[config.mk]
export PLATFORM = sky130hd
export DESIGN_NAME = wdog_keyed_top
export DESIGN_NICKNAME = d
export VERILOG_FILES = /design/src/rtl/wdog_pkg.sv /design/src/rtl/wdog_counter.sv /design/src/rtl/wdog_regs.sv /design/src/rtl/wdog_keyed_top.sv
export SDC_FILE = /design/constraint.sdc
export NUM_CORES = 1
export LEC_CHECK = 0
export ABC_CLOCK_PERIOD_IN_PS = 3300
export BUFFER_PORTS_ARGS = -buffer_cell sky130_fd_sc_hd__buf_4
export CAP_MARGIN = 20
export CORE_ASPECT_RATIO = 1.75
export CORE_MARGIN = 5
export CORE_UTILIZATION = 52
export CTS_BUF_LIST = sky130_fd_sc_hd__clkbuf_4 sky130_fd_sc_hd__clkbuf_8 sky130_fd_sc_hd__clkbuf_16
export DETAILED_ROUTE_END_ITERATION = 8
export PLACE_DENSITY = 0.79
export SKIP_LAST_GASP = 1
export SYNTH_ARGS = -nofsm -noshare
export SYNTH_HDL_FRONTEND = slang
export SYNTH_HIERARCHICAL = 1
export SYNTH_SLANG_ARGS = --single-unit
[constraint.sdc]
create_clock -name clk_i -period 3.3 [get_ports clk_i]
set_clock_uncertainty 0.05 [all_clocks]
set_input_delay 0.495 -clock clk_i [delete_from_list [all_inputs] [get_ports clk_i]]
set_output_delay 0.495 -clock clk_i [all_outputs]
set_load 0.02 [all_outputs]
[src/rtl/wdog_pkg.sv]
package wdog_pkg;
  localparam int unsigned DATA_W     = 32;
  localparam logic [15:0] UNLOCK_KEY = 16'h5FA0;
  localparam int unsigned OFS_CTRL   = 'h00;
  localparam int unsigned OFS_RELOAD = 'h04;
  localparam int unsigned OFS_MODE1  = 'h08;
  localparam int unsigned OFS_STAT   = 'h0C;
endpackage

[src/rtl/wdog_counter.sv]
module wdog_counter #(
  parameter int unsigned CNT_W = 12
) (
  input  logic             clk_i,
  input  logic             rst_ni,
  input  logic             tick_i,
  input  logic             kick_i,
  input  logic [CNT_W-1:0] reload_i,
  output logic             hit_o,
  output logic             rst_req_o,
  output logic [CNT_W-1:0] count_o
);
  logic [CNT_W-1:0] cnt_q;

  // expiry only when no accepted restart competes (restart wins)
  assign hit_o   = tick_i && (cnt_q == '0) && !kick_i;
  assign count_o = cnt_q;

  always_ff @(posedge clk_i) begin
    if (!rst_ni) begin
      cnt_q     <= '1;
      rst_req_o <= 1'b0;
    end else begin
      rst_req_o <= hit_o;
      if (kick_i)
        cnt_q <= reload_i;
      else if (tick_i) begin
        if (cnt_q == '0) cnt_q <= reload_i;
        else             cnt_q <= cnt_q - 1'b1;
      end
    end
  end

  assert_kick_loads_R4: assert property (@(posedge clk_i) disable iff (!rst_ni)
    kick_i |=> count_o == $past(reload_i));
  assert_step_down_R2: assert property (@(posedge clk_i) disable iff (!rst_ni)
    (tick_i && !kick_i && count_o != '0) |=> count_o == CNT_W'($past(count_o) - 1'b1));
  assert_hold_R2: assert property (@(posedge clk_i) disable iff (!rst_ni)
    (!tick_i && !kick_i) |=> $stable(count_o));
  assert_expiry_req_R3: assert property (@(posedge clk_i) disable iff (!rst_ni)
    (tick_i && count_o == '0 && !kick_i) |=> rst_req_o);
  assert_kick_no_req_R9: assert property (@(posedge clk_i) disable iff (!rst_ni)
    kick_i |=> !rst_req_o);
endmodule

[src/rtl/wdog_regs.sv]
module wdog_regs
  import wdog_pkg::*;
#(
  parameter int unsigned ADDR_W = 8,
  parameter int unsigned CNT_W  = 12,
  parameter int unsigned AUX_W  = 15
) (
  input  logic              clk_i,
  input  logic              rst_ni,
  input  logic [ADDR_W-1:0] addr_i,
  input  logic              we_i,
  input  logic              re_i,
  input  logic [DATA_W-1:0] wdata_i,
  input  logic              hit_i,
  output logic [CNT_W-1:0]  reload_o,
  output logic              kick_o,
  output logic [DATA_W-1:0] rdata_o
);
  localparam logic [ADDR_W-1:0] A_CTRL   = ADDR_W'(OFS_CTRL);
  localparam logic [ADDR_W-1:0] A_RELOAD = ADDR_W'(OFS_RELOAD);
  localparam logic [ADDR_W-1:0] A_MODE1  = ADDR_W'(OFS_MODE1);
  localparam logic [ADDR_W-1:0] A_STAT   = ADDR_W'(OFS_STAT);

  logic [CNT_W-1:0]  reload_q;
  logic [AUX_W-1:0]  aux_q;
  logic              stat_q;
  logic [DATA_W-1:0] rmux;
  logic              unused_wbits;

  assign unused_wbits = ^wdata_i;
  assign kick_o   = we_i && (addr_i == A_CTRL)
                 && (wdata_i[DATA_W-1 -: 16] == UNLOCK_KEY) && wdata_i[0];
  assign reload_o = reload_q;

  always_comb begin
    rmux = '0;
    unique case (addr_i)
      A_RELOAD: rmux[CNT_W-1:0] = reload_q;
      A_MODE1:  rmux[AUX_W-1:0] = aux_q;
      A_STAT:   rmux[0]         = stat_q;
      default:  rmux            = '0;
    endcase
  end

  always_ff @(posedge clk_i) begin
    if (!rst_ni) begin
      reload_q <= '1;
      aux_q    <= '1;
      stat_q   <= 1'b0;
      rdata_o  <= '0;
    end else begin
      if (we_i && addr_i == A_RELOAD) reload_q <= wdata_i[CNT_W-1:0];
      if (we_i && addr_i == A_MODE1)  aux_q    <= wdata_i[AUX_W-1:0];
      if (hit_i)                            stat_q <= 1'b1;
      else if (re_i && addr_i == A_STAT)    stat_q <= 1'b0;
      rdata_o <= re_i ? rmux : '0;
    end
  end

  assert_stat_set_R3: assert property (@(posedge clk_i) disable iff (!rst_ni)
    hit_i |=> stat_q);
  assert_stat_clear_R8: assert property (@(posedge clk_i) disable iff (!rst_ni)
    (re_i && addr_i == A_STAT && !hit_i) |=> !stat_q);
  assert_ctrl_reads_zero_R6: assert property (@(posedge clk_i) disable iff (!rst_ni)
    (re_i && addr_i == A_CTRL) |=> rdata_o == '0);
endmodule

[src/rtl/wdog_keyed_top.sv]
module wdog_keyed_top
  import wdog_pkg::*;
#(
  parameter int unsigned ADDR_W = 8,
  parameter int unsigned CNT_W  = 12,
  parameter int unsigned AUX_W  = 15
) (
  input  logic              clk_i,
  input  logic              rst_ni,
  input  logic              tick_i,
  input  logic [ADDR_W-1:0] bus_addr_i,
  input  logic              bus_we_i,
  input  logic              bus_re_i,
  input  logic [31:0]       bus_wdata_i,
  output logic [31:0]       bus_rdata_o,
  output logic              rst_req_o
);
  logic [CNT_W-1:0] reload;
  logic [CNT_W-1:0] count;
  logic             kick;
  logic             hit;

  wdog_regs #(.ADDR_W(ADDR_W), .CNT_W(CNT_W), .AUX_W(AUX_W)) u_regs (
    .clk_i   (clk_i),
    .rst_ni  (rst_ni),
    .addr_i  (bus_addr_i),
    .we_i    (bus_we_i),
    .re_i    (bus_re_i),
    .wdata_i (bus_wdata_i),
    .hit_i   (hit),
    .reload_o(reload),
    .kick_o  (kick),
    .rdata_o (bus_rdata_o)
  );

  wdog_counter #(.CNT_W(CNT_W)) u_cnt (
    .clk_i    (clk_i),
    .rst_ni   (rst_ni),
    .tick_i   (tick_i),
    .kick_i   (kick),
    .reload_i (reload),
    .hit_o    (hit),
    .rst_req_o(rst_req_o),
    .count_o  (count)
  );

  // a badly keyed control write with no tick must leave the counter alone
  assert_badkey_ignored_R5: assert property (@(posedge clk_i) disable iff (!rst_ni)
    (bus_we_i && bus_addr_i == ADDR_W'(OFS_CTRL) && !tick_i
     && bus_wdata_i[31:16] != UNLOCK_KEY) |=> $stable(count));
endmodule

# [After elaboration in Yosys (flattened, before gate mapping)]
# Index checks and enable logic that the tools add are counted.
[totals] output_inout_bits=33 regBits=73 in_bits=45 wordCells=35
[op_classes] add_sub_neg=1 eq_ne=4 n_reduce_logical=15 mux=7
[op_table] operator="2-to-1 mux 12 bit" n=3
[op_table] operator="case mux 11 bit (2 select lines)" n=1
[op_table] operator="equality test 16 x 15 -> 1 bit, second input constant" n=1
[op_table] operator="equality test 8 x 4 -> 1 bit, second input constant" n=2
[op_table] operator="zero test 12 bit" n=1
[op_table] operator="subtractor 12 x 1 -> 12 bit, second input constant" n=1
[op_table] operator="equality test 8 x 3 -> 1 bit, second input constant" n=1
[op_table] operator="logical AND 1 bit" n=8
[op_table] operator="zero test 8 bit" n=1
[op_table] operator="nonzero test 2 bit" n=2
[op_table] operator="case mux 1 bit (3 select lines)" n=1
[op_table] operator="AND reduction 3 bit" n=1
[op_table] operator="2-to-1 mux 1 bit" n=2
[op_table] operator="AND reduction 2 bit" n=1
[op_table] operator="zero test 1 bit" n=1

# [Logic depth before layout (Yosys ltp)]
[logic_depth] ltp_word=7 ltp_mapped=9 mapped_depth_nobuf=7

# [Modules after synthesis]
# The synthesis kept the hierarchy.
[by_module_without_submodules] module="wdog_regs" area_each_um2=1914.3 instances=1 cells_per_inst=204 seq_area_each_um2=860.8
[by_module_without_submodules] module="wdog_counter" area_each_um2=979.7 instances=1 cells_per_inst=124 seq_area_each_um2=260.2

# [Least setup slack after synthesis]
# Ideal clock, no wire load.
[synth_timing] path_type="in2reg" start="input bus_addr_i[7]" end="register u_cnt.cnt_q[11], in the netlist u_cnt/count_o[11]" arrival_time_ns=2.653 path_slack_ns=0.476 stages=8 n_path_buf=3 setup_time_ns=0.121 required_ns=3.129 cell_sequence="or3b_2 clkbuf_1 buf_1 nor4_1 clkbuf_1 o21ai_0 o32ai_1 nor2_1"
[synth_between] elab_chain_len=5 word_cells_on_any_way=6 cone_classes="mux (1); reduce/logical (5)"
[synth_rtl] item="from (decl)" line="wdog_keyed_top.sv:11" text="input logic [ADDR_W-1:0] bus_addr_i,"
[synth_rtl] item="zero test 8 bit (*)" line="wdog_regs.sv:31" text="assign kick_o = we_i && (addr_i == A_CTRL)"
[synth_rtl] item="logical AND 1 bit (*)" line="wdog_regs.sv:31"
[synth_rtl] item="logical AND 1 bit (*) (2 in series)" line="wdog_regs.sv:32" text="&& (wdata_i[DATA_W-1 -: 16] == UNLOCK_KEY) && wdata_i[0];"
[synth_rtl] item="net kick" line="wdog_keyed_top.sv:20" text="logic kick;"
[synth_rtl] item="2-to-1 mux 12 bit / nonzero test 2 bit (equally long branches)"
[synth_rtl] item="to (signal assigned)" line="wdog_counter.sv:26" text="cnt_q <= reload_i;"
[synth_rtl] item="to (signal assigned)" line="wdog_counter.sv:28" text="if (cnt_q == '0) cnt_q <= reload_i;"
[synth_rtl] item="to (signal assigned)" line="wdog_counter.sv:29" text="else cnt_q <= cnt_q - 1'b1;"
[synth_rtl] item="to (decl)" line="wdog_counter.sv:13" text="logic [CNT_W-1:0] cnt_q;"
# The timed path passes the listed nets; every way through them passes the cells marked *.
# A chain may end at the register's enable or synchronous reset.

# [Final worst setup path]
[layout_timing] start="input bus_addr_i[1]" end="register u_cnt.cnt_q[5], in the netlist u_cnt/count_o[5]"
# Same word-level chain as after synthesis.

==> run_results.csv <==
group,metric,value,unit
clock_network,cts_hold_buf,0,
routing,first_iter_violations,278,
finish,fillers,507,
synth,synth_area_leaders,"dfxtp_1 (39%), o31ai_1 (8.3%), nand4_1 (5.8%)",
timing,drv_slew,0,
global_route,grt_pass1_wl,13000,µm
worst_setup_path,critPathRequiredTime,3.46,ns
routing,drc,0,
power_and_ir_drop,p_leak,1.29,nW
synth,synth_seq_area_share,38.7,%
timing,timing.hold.ws,0.374,ns
hold_path,hold_path_class,"in -> reg",
power_and_ir_drop,seq_power_share,55.9,%
worst_setup_path,crit_fanout,14,
synth,synthFlopType,"dfxtp_1",
clock_network,clock-sinks,56,
routing,dr.pass1.iters,4,
timing,final_hold_viol_count,0,
power_and_ir_drop,power.density,363,nW/µm²
die,start_util,52.7,%
timing,slew_headroom,32.8,%
clock_network,tritoncts,"built",
job,maxCapViolations,0,
power_and_ir_drop,power.internal,0.000893,W
synth,yosys_register_bits,56,
global_route,grt_start_max_net_pins,41,
timing,min_period,2.21,ns
clock_network,numCtsBuffers,5,
clock_network,h-tree-depth,2,
worst_setup_path,worstSetupPathType,"in -> reg",
clock_network,post_cts.repair.setup_buffers,0,
placement,port_buffers,59,
timing,max_slew.worst_pin.slew,1.01,ns
finish,area_growth_syn_to_layout,17.6,%
die,io-pin-count,78,
global_route,grt_pass1_vias,2667,
synth,synth_top_cell_by_area,"dfxtp_1",
synth,synth_area,2890,µm²
global_route,grt_use_total,22.9,%
synth,netlist_instances,328,
global_route,antenna_found_initial,0,
routing,via_per_inst,6.15,
finish,diodes,0,
synth,yosysMostFrequentCell,"dfxtp_1",
power_and_ir_drop,p_sw,0.000342,W
synth,synth-async-reset-ratio,0,%
finish,drive_gt1_share,23.3,%
finish,num-nets-final,419,
synth,ys_types,58,
die,core,5500,µm²
synth,synth_common_cells,"dfxtp_1 (56), o31ai_1 (32), nand4_1 (27), nand3_1 (26), clkbuf_1 (21)",
worst_setup_path,ff2ff_setup_slack,1.19,ns
clock_network,clockBufferDepth,2,
routing,drt-total-wl,7860,µm
synth,synth_enable_flop_cells,0,
clock_network,ctsResizeCount,0,
power_and_ir_drop,combinationalPowerShare,11.7,%
power_and_ir_drop,ir_drop,0.362,mV
power_and_ir_drop,switching_share,27.7,%
timing,post-route-period-util,66.9,%
power_and_ir_drop,power_frac_clock,32.4,%
timing,setup_viol,0,
clock_network,clock_latency,0.32,ns
die,die_area,7220,µm²
timing,max_freq,453,MHz
clock_network,clk_pin_slew,0.11,ns
finish,final_cell_count_no_fill,449,
worst_setup_path,start_kind,"input pin",
routing,routed-via-count,2763,
status,status,"complete, no violations",
synth,synth_top_cell_area_share,38.7,%
die,placementRows,36,
placement,place.gp.congestion,0.966,
routing,wl_per_cell,17.5,µm
die,die-width,66.4,µm
placement,dp_hpwl,5660,µm
timing,rsz0062_at_grt,"no",
placement,placed_cells,441,
timing,finalSetupTns,0,ns
clock_network,cts_root_buffer,"clkbuf_8",
synth,yosysWarningCount,6,
synth,syn_avg_cell_area,8.82,µm²
worst_setup_path,end_kind,"register",
global_route,overflow,0,
worst_setup_path,critical_path_arrival,2.36,ns
routing,drt.antenna.violating_nets,0,
die,die_h,109,µm
==> power by group through the flow <==
| stage | Clock (W) | Sequential [W] | Combinational, W |
|---|---|---|---|
| final | 0.000400 | 0.000691 | 0.000144 |
| after floorplan | 0 | 0.000705 | 0.0000958 |
| after CTS | 0.000406 | 0.000691 | 0.000142 |
| after global routing | 0.000431 | 0.000693 | 0.000158 |
| after global placement | 0 | 0.000706 | 0.000139 |
| after detailed placement | 0 | 0.000707 | 0.000142 |
==> flip-flops by register name, indices dropped and copies added (netlist names) <==
register         flops
u_regs/rdata_o      15
u_regs/aux_q        15
u_cnt/count_o       12
u_regs/stat_q        1
u_regs/reload_o     12
u_cnt/rst_req_o      1
==> through the flow <==
stage	total power, W	setup slack [ns]	utilization (%)	instance area [µm²]
after detailed placement	0.000849	0.795	60.2	3310
after global routing	0.00128	0.974	61.9	3400
after floorplan	0.000800	0.476	-	2950
after global placement	0.000846	0.841	60.2	3310
after CTS	0.00124	1.13	61.9	3400
final	0.00124	1.09	61.9	3400
==> kinds of logic after synthesis <==
family                     Yosys count  synth area share (%)
other                                1                 0.130
and+or+nand+nor                    119                  25.6
AOI/OAI and AO/OA                   91                  23.1
DFF                                 56                  38.7
adders and majority gates            2                 0.865
muxes                                2                 0.735
xor gates and xnor gates             2                 0.605
buffers and inverters               55                  10.2
==> placed cells by master, fill, tap and decap left out, types with 4 or more instances in the layout <==
master    instances
nor3_1            6
a21oi_1           6
a41oi_1           5
o31ai_1          32
nand2_1          11
and2_1            4
a22o_1           11
nand2b_1          4
nand3_1          26
inv_1             9
clkbuf_8          5
nor4_1            5
nand4_1          27
nor2_1            8
buf_4            67
dfxtp_1          56
nor2b_1           6
o21ai_0           6
a31oi_1           5
conb_1           17
a211oi_1          6
==> path summary, 6_finish.rpt <==
| kind | end | depth (start not counted) | from |
|---|---|---|---|
| hold reg to reg | u_regs/rdata_o[13] | 1 | u_regs/aux_q[13] |
| setup reg to reg | u_cnt/count_o[2] | 6 | u_cnt/count_o[0] |
| setup / recovery | u_cnt/count_o[5] | 8 | bus_addr_i[1] |
| hold / removal | u_regs/aux_q[13] | 3 | bus_wdata_i[13] |
==> final cells by class <==
type	instances	area (µm²)	share of cell area, %
multi-input combinational	233	1560	45.7
sequential	56	1120	32.9
timing repair buffer	67	503	14.8
tap	76	95.1	2.79
clock buffer	5	68.8	2.02
inverter	9	33.8	0.993
clock inverter	3	25.0	0.735
==> worst max-delay path, stage by stage <==
cell and delay, ns:
buf_4 0.12, or4_1 0.59, nor4_2 0.29, buf_4 0.21, buf_4 0.21, o311ai_0 0.15
a31oi_1 0.18, o21ai_0 0.11
==> routing by layer <==
metal,track usage (%),wire [µm],vias up
met4,10.6,248,0
li1,-,-,1319
met1,27.1,2960,1308
met2,39.5,4230,120
met3,3.92,424,16
met5,0,0,-
(Power assumes the default switching activity.)
